## config.mk

```make
export PLATFORM = sky130hd
export DESIGN_NAME = spi_hold_gate
export DESIGN_NICKNAME = d
export VERILOG_FILES = /design/src/rtl/spi_hold_pkg.sv /design/src/rtl/spi_hold_sync.sv /design/src/rtl/spi_hold_edge.sv /design/src/rtl/spi_hold_pause_ctrl.sv /design/src/rtl/spi_hold_gate.sv
export SDC_FILE = /design/constraint.sdc
export NUM_CORES = 1
export LEC_CHECK = 0
export BUFFER_PORTS_ARGS = -buffer_cell sky130_fd_sc_hd__buf_4
export CORE_AREA = 2 2 39 41
export CTS_CLUSTER_SIZE = 20
export DETAILED_ROUTE_END_ITERATION = 10
export DIE_AREA = 0 0 41 43
export HOLD_SLACK_MARGIN = 0.03
export PLACE_DENSITY = 0.72
export SYNTH_ARGS = -nofsm -noshare
export SYNTH_HDL_FRONTEND = slang
export SYNTH_HIERARCHICAL = 1
export SYNTH_SLANG_ARGS = --single-unit
```

## constraint.sdc

```tcl
create_clock -name clk -period 1.7 [get_ports clk]
set_clock_uncertainty 0.05 [all_clocks]
set_input_delay 0.17 -clock clk [delete_from_list [all_inputs] [get_ports clk]]
set_output_delay 0.17 -clock clk [all_outputs]
set_load 0.05 [all_outputs]
```

## src/rtl/spi_hold_pkg.sv

```systemverilog
package spi_hold_pkg;

    typedef struct packed {
        logic cs_n;
        logic sck;
        logic hold_n;
        logic si;
    } pin_vec_t;

    localparam int PIN_W = $bits(pin_vec_t);

    // levels the pins sit at when idle; used as synchroniser reset value
    localparam pin_vec_t PIN_IDLE = '{cs_n: 1'b1, sck: 1'b0, hold_n: 1'b1, si: 1'b0};

    typedef struct packed {
        logic paused;
    } pause_st_t;

endpackage

```

## src/rtl/spi_hold_sync.sv

```systemverilog
module spi_hold_sync #(
    parameter int              WIDTH   = 4,
    parameter int              STAGES  = 2,
    parameter logic [WIDTH-1:0] RST_VAL = '0
) (
    input  logic             clk,
    input  logic             rst_n,
    input  logic [WIDTH-1:0] din,
    output logic [WIDTH-1:0] dout
);
    localparam int LAST = STAGES - 1;

    logic [STAGES-1:0][WIDTH-1:0] stg_d, stg_q;

    always_comb begin
        stg_d[0] = din;
        for (int i = 1; i < STAGES; i++) begin
            stg_d[i] = stg_q[i-1];
        end
    end

    generate
        for (genvar g = 0; g < STAGES; g++) begin : g_stage
            always_ff @(posedge clk or negedge rst_n) begin
                if (!rst_n) stg_q[g] <= RST_VAL;
                else        stg_q[g] <= stg_d[g];
            end
        end
    endgenerate

    assign dout = stg_q[LAST];

endmodule

```

## src/rtl/spi_hold_edge.sv

```systemverilog
module spi_hold_edge #(
    parameter int              WIDTH   = 1,
    parameter logic [WIDTH-1:0] RST_VAL = '0
) (
    input  logic             clk,
    input  logic             rst_n,
    input  logic [WIDTH-1:0] lvl,
    output logic [WIDTH-1:0] rise,
    output logic [WIDTH-1:0] fall
);
    logic [WIDTH-1:0] prev_d, prev_q;

    always_comb begin
        prev_d = lvl;
    end

    always_ff @(posedge clk or negedge rst_n) begin
        if (!rst_n) prev_q <= RST_VAL;
        else        prev_q <= prev_d;
    end

    generate
        for (genvar g = 0; g < WIDTH; g++) begin : g_bit
            assign rise[g] = lvl[g] & ~prev_q[g];
            assign fall[g] = ~lvl[g] & prev_q[g];
        end
    endgenerate

endmodule

```

## src/rtl/spi_hold_pause_ctrl.sv

```systemverilog
module spi_hold_pause_ctrl
    import spi_hold_pkg::*;
(
    input  logic clk,
    input  logic rst_n,
    input  logic sel,       // synchronised select, active high
    input  logic sck_lvl,   // synchronised serial clock level
    input  logic hold_n_lvl,// synchronised pause pin, active low
    output logic paused
);
    pause_st_t st_d, st_q;

    always_comb begin
        st_d = st_q;
        if (!sel) begin
            st_d.paused = 1'b0;
        end else if (!sck_lvl) begin
            // pause level is only looked at during the clock low phase
            st_d.paused = ~hold_n_lvl;
        end
    end

    always_ff @(posedge clk or negedge rst_n) begin
        if (!rst_n) st_q <= '0;
        else        st_q <= st_d;
    end

    assign paused = st_q.paused;

    AST_PAUSE_ENTER_LOW: assert property (@(posedge clk) disable iff (!rst_n)
        $rose(st_q.paused) |-> $past(!sck_lvl && sel)) else $error("pause entered outside clock low");
    AST_PAUSE_LEAVE_LOW: assert property (@(posedge clk) disable iff (!rst_n)
        ($fell(st_q.paused) && $past(sel)) |-> $past(!sck_lvl)) else $error("pause left outside clock low");
    AST_DESEL_CLEARS: assert property (@(posedge clk) disable iff (!rst_n)
        !sel |=> !st_q.paused) else $error("pause survived deselect");

endmodule

```

## src/rtl/spi_hold_gate.sv

```systemverilog
module spi_hold_gate
    import spi_hold_pkg::*;
#(
    parameter int SYNC_STAGES = 2,
    parameter int CNT_W       = 3
) (
    input  logic             clk,
    input  logic             rst_n,
    input  logic             cs_n_i,
    input  logic             sck_i,
    input  logic             hold_n_i,
    input  logic             si_i,
    input  logic             so_bit_i,
    input  logic             so_req_i,
    output logic             sample_stb_o,
    output logic             shift_stb_o,
    output logic             si_bit_o,
    output logic [CNT_W-1:0] bit_cnt_o,
    output logic             so_o,
    output logic             so_oe_o,
    output logic             paused_o
);
    localparam logic [CNT_W-1:0] CNT_ONE = CNT_W'(1);

    typedef struct packed {
        logic [CNT_W-1:0] cnt;
        logic             si;
    } core_st_t;

    pin_vec_t  pin_raw, pin_s;
    logic      sel;
    logic      sck_rise, sck_fall;
    logic      paused;
    logic      samp_ok, shift_ok;
    core_st_t  core_d, core_q;

    assign pin_raw = '{cs_n: cs_n_i, sck: sck_i, hold_n: hold_n_i, si: si_i};

    spi_hold_sync #(
        .WIDTH   (PIN_W),
        .STAGES  (SYNC_STAGES),
        .RST_VAL (PIN_IDLE)
    ) u_sync (
        .clk   (clk),
        .rst_n (rst_n),
        .din   (pin_raw),
        .dout  (pin_s)
    );

    spi_hold_edge #(
        .WIDTH   (1),
        .RST_VAL (PIN_IDLE.sck)
    ) u_sck_edge (
        .clk   (clk),
        .rst_n (rst_n),
        .lvl   (pin_s.sck),
        .rise  (sck_rise),
        .fall  (sck_fall)
    );

    assign sel = ~pin_s.cs_n;

    spi_hold_pause_ctrl u_pause (
        .clk        (clk),
        .rst_n      (rst_n),
        .sel        (sel),
        .sck_lvl    (pin_s.sck),
        .hold_n_lvl (pin_s.hold_n),
        .paused     (paused)
    );

    assign samp_ok  = sck_rise & sel & ~paused;
    assign shift_ok = sck_fall & sel & ~paused;

    always_comb begin
        core_d = core_q;
        if (!sel) begin
            core_d.cnt = '0;
        end else if (samp_ok) begin
            core_d.cnt = core_q.cnt + CNT_ONE;
            core_d.si  = pin_s.si;
        end
    end

    always_ff @(posedge clk or negedge rst_n) begin
        if (!rst_n) core_q <= '0;
        else        core_q <= core_d;
    end

    assign sample_stb_o = samp_ok;
    assign shift_stb_o  = shift_ok;
    assign si_bit_o     = core_q.si;
    assign bit_cnt_o    = core_q.cnt;
    assign paused_o     = paused;
    assign so_oe_o      = sel & ~paused & so_req_i;
    assign so_o         = so_oe_o & so_bit_i;

    AST_NO_STB_PAUSED: assert property (@(posedge clk) disable iff (!rst_n)
        paused |-> !(sample_stb_o || shift_stb_o)) else $error("strobe while paused");
    AST_CNT_FROZEN: assert property (@(posedge clk) disable iff (!rst_n)
        (paused && sel) |=> ($stable(bit_cnt_o) && $stable(si_bit_o))) else $error("state moved while paused");
    AST_OE_OFF: assert property (@(posedge clk) disable iff (!rst_n)
        (paused || !sel) |-> !so_oe_o) else $error("driver on while paused or idle");
    AST_NO_STB_DESEL: assert property (@(posedge clk) disable iff (!rst_n)
        !sel |-> !(sample_stb_o || shift_stb_o)) else $error("strobe while deselected");
    AST_STB_EXCL: assert property (@(posedge clk) disable iff (!rst_n)
        $countones({sample_stb_o, shift_stb_o}) <= 1) else $error("both strobes");

endmodule

```

==> results.md <==
- Max_cap viols: 0
- Pin count of the biggest net entering global routing: 15
- IO Pins: 17
- RSZ-0062 raised after global routing: no
- Post-cts gate resize count: 0
- PD cells: between 900 and 1000 nW/um^2
- CTS buffer count: 3
- Status: finished clean
- Clock Latency Late Sink: 270 ps
- Commonest non-fill, non-tap cells in the layout: buf_4, dfrtp_1, dlygate4sd3_1
- Hold_ws: 220 ps
- Final Cycle Share: 95.2%
- Seq/Total Area, Yosys: between 60% and 70%
- Post-route ant nets: 0
- Largest area contributor in the netlist: dfrtp_1
- Ranking of synthesized cells by area: dfrtp_1, dfstp_2, and2_2
- Final non-filler cell total: 77
- DRT iter0 DRCs: 0
- Min cycle time layout: ~1600 ps
- Critical Setup Path Class: reg -> out
- Dpl cell area: 663 sq um
- Post-DP HPWL: between 500 and 600 um
- Setup TNS: 0 ps
- Crit start category: flip-flop
- Clock transition at path regs: around 80 ps
- Placed cells: 68
- Die span in x: around 41 um
- Fillcell total: 120
- Syn Nets: 45
- I/O Buffers: 16
- Initial antenna violation count: 0
- CTS tree: yes
- VDD IR max: between 0.0005 and 0.0006 V
- Ant. Diodes: 0
- Simple-gate share of the synthesized area: around a fifth
- Flop2flop setup slack: approximately 320 ps
- Max clock buf depth: 2
- Yosys warns: 6
- Least-Margin Pin Slew: approximately 330 ps
- Final Hold Viols: 0
- Worst EP required: 1480 ps
- Vias in the first global route: approximately 350
- Drt total wl: 845 um
- Synthesized flop and latch total: 14
- CTS sink count: 14
- # H-tree levels: 1
- Xor-xnor portion of the synthesized cell area: between 1.5 and 2%
- Synth Instances: 36
- Initial Utilization: around 38%
- Synth Area in Adders: under 10%
- Share of layout cells above drive strength 1: a little under three fifths
- CP startpoint: u_sync/dout[2]$_DFF_PN0_
- Root Driver: clkbuf_4
- GRT overflow: 0
- Vias per cell: roughly 4.4
- Mapped cell area: 523 sq um
- CP Max Fanout: 5
- Area of the multi-input gates: 164 sq um
- Worst min path class: in -> async
- Leakage power total: around 0.00037 uW
- Gr usage total: about an eighth
- R2r endpoint: si_bit_o$_DFFE_PN0P_
- Post-DR wirelength/cell: ~11 um
- Crit path DAT: ~1400 ps
- First-pass GRT wire length: about 1.3 mm
- Drt pass-1 iters: 1
- Design area: roughly 750 sq um
- Reg2reg path depth: 3
- Sequential Area: ~360 sq um
- Fin nets: ~70
- Die area: 1760 sq um
- Commonest non-fill, non-tap cell in the layout: buf_4
- DRC viols: 0
- Core region area: 1380 sq um
- Area share of the largest cell type after synthesis: between 40% and 50%
- Routed vias: 342
- Worst r2r src: u_sync/dout[2]$_DFF_PN0_
- Main combinational cell family by area after synthesis: simple AND/OR/NAND/NOR gates
- Compound-Gate Fraction of Synth Area: under 10%
- Die height: 43 um
- Core Rows: 14
- Slew HR: between 70 and 80%
- Pins Over Slew Limit: 0
- Mux cell area share after synthesis: approximately 4.8%
- Unique masters post-synth: 21
- Max Freq: between 600 and 700 MHz
- Element type at the critical path end: primary output
- Syn_area_per_cell: 14.5 sq um
- GP Congestion: approximately 0.63
- Final setup violation count: 0
- Area Overhead vs Synth: 43.3%
==> power breakdown <==
part           internal, uW  switching (uW)  total [uW]  leakage (uW)
combinational          54.2            71.0         125      0.000182
sequential              356            12.0         368      0.000167
clock                   130             101         232     0.0000210
==> repair_timing <==
| action | in CTS | in global routing |
|---|---|---|
| hold buffers | 5 | 0 |
| endpoints found under the setup margin | 0 | 0 |
| setup buffers | 0 | 0 |
| hold endpoints to repair | 18 | 0 |
==> registers in the layout (all words and copies together), names as in the netlist <==
name	count
u_sck_edge/prev_q	1
u_pause/paused	1
u_sync/dout	4
u_sync/stg_d	4
si_bit_o	1
bit_cnt_o	3
==> Yosys cell counts <==
cell,count
nor2_1,2
xor2_1,1
and2_2,2
nand2_1,2
nand3b_1,1
nand2b_4,1
nor2_2,1
and3_2,1
inv_1,1
and2_4,1
a21boi_2,1
a21oi_1,1
or2_2,1
mux2i_1,1
and2b_2,1
dfrtp_1,10
ha_1,1
mux2_4,1
dfstp_2,4
or2_1,1
nor2b_1,1
==> stage by stage <==
stage               utilization [%]  setup WS, ps  total power (uW)
floorplan                         -           194               447
global placement               47.9           381               489
detailed placement             47.9           313               493
CTS                            54.2          52.3               743
global route                   54.2          12.5               757
finish                         54.2          81.0               725
==> layout make-up <==
cell class              instances  area share [%]
flip-flops and latches         14            47.4
repair buffers                 21            22.7
multi-input cells              21            21.9
clock buffers                   4            4.84
well taps                      16            2.67
inverters                       1           0.501
==> worst max-delay path, stage by stage (launching register included) <==
cell,delay (ps)
dfrtp_1,390
nor2b_1,320
and2_4,220
buf_4,190
==> cell families (layout without fill, tap and decap cells) <==
kind of cell | after synthesis | after routing
simple gates | 15 | 15
flops | 14 | 14
compound gates | 2 | 2
mux | 2 | 2
fa+ha+maj | 1 | 1
xor+xnor | 1 | 1
buf+inv | 1 | 26
==> worst max-delay path by stage <==
stage / to / slack [ps] / cells after the start
CTS: sample_stb_o / 50 / 3
global placement: si_bit_o$_DFFE_PN0P_ / 380 / 3
finish: sample_stb_o / 80 / 3
global route: sample_stb_o / 10 / 3
floorplan: si_bit_o$_DFFE_PN0P_ / 190 / 3
detailed placement: si_bit_o$_DFFE_PN0P_ / 310 / 3
==> routing by layer <==
layer	up-vias	track usage, %	part of all wire, %	routed length, um
li1	163	-	-	-
met1	165	11.7	41	348
met2	14	18.1	52	439
met3	0	4.71	6.7	57
met4	0	10.0	0	0
met5	-	0	0	0
(Power assumes the default switching activity.)
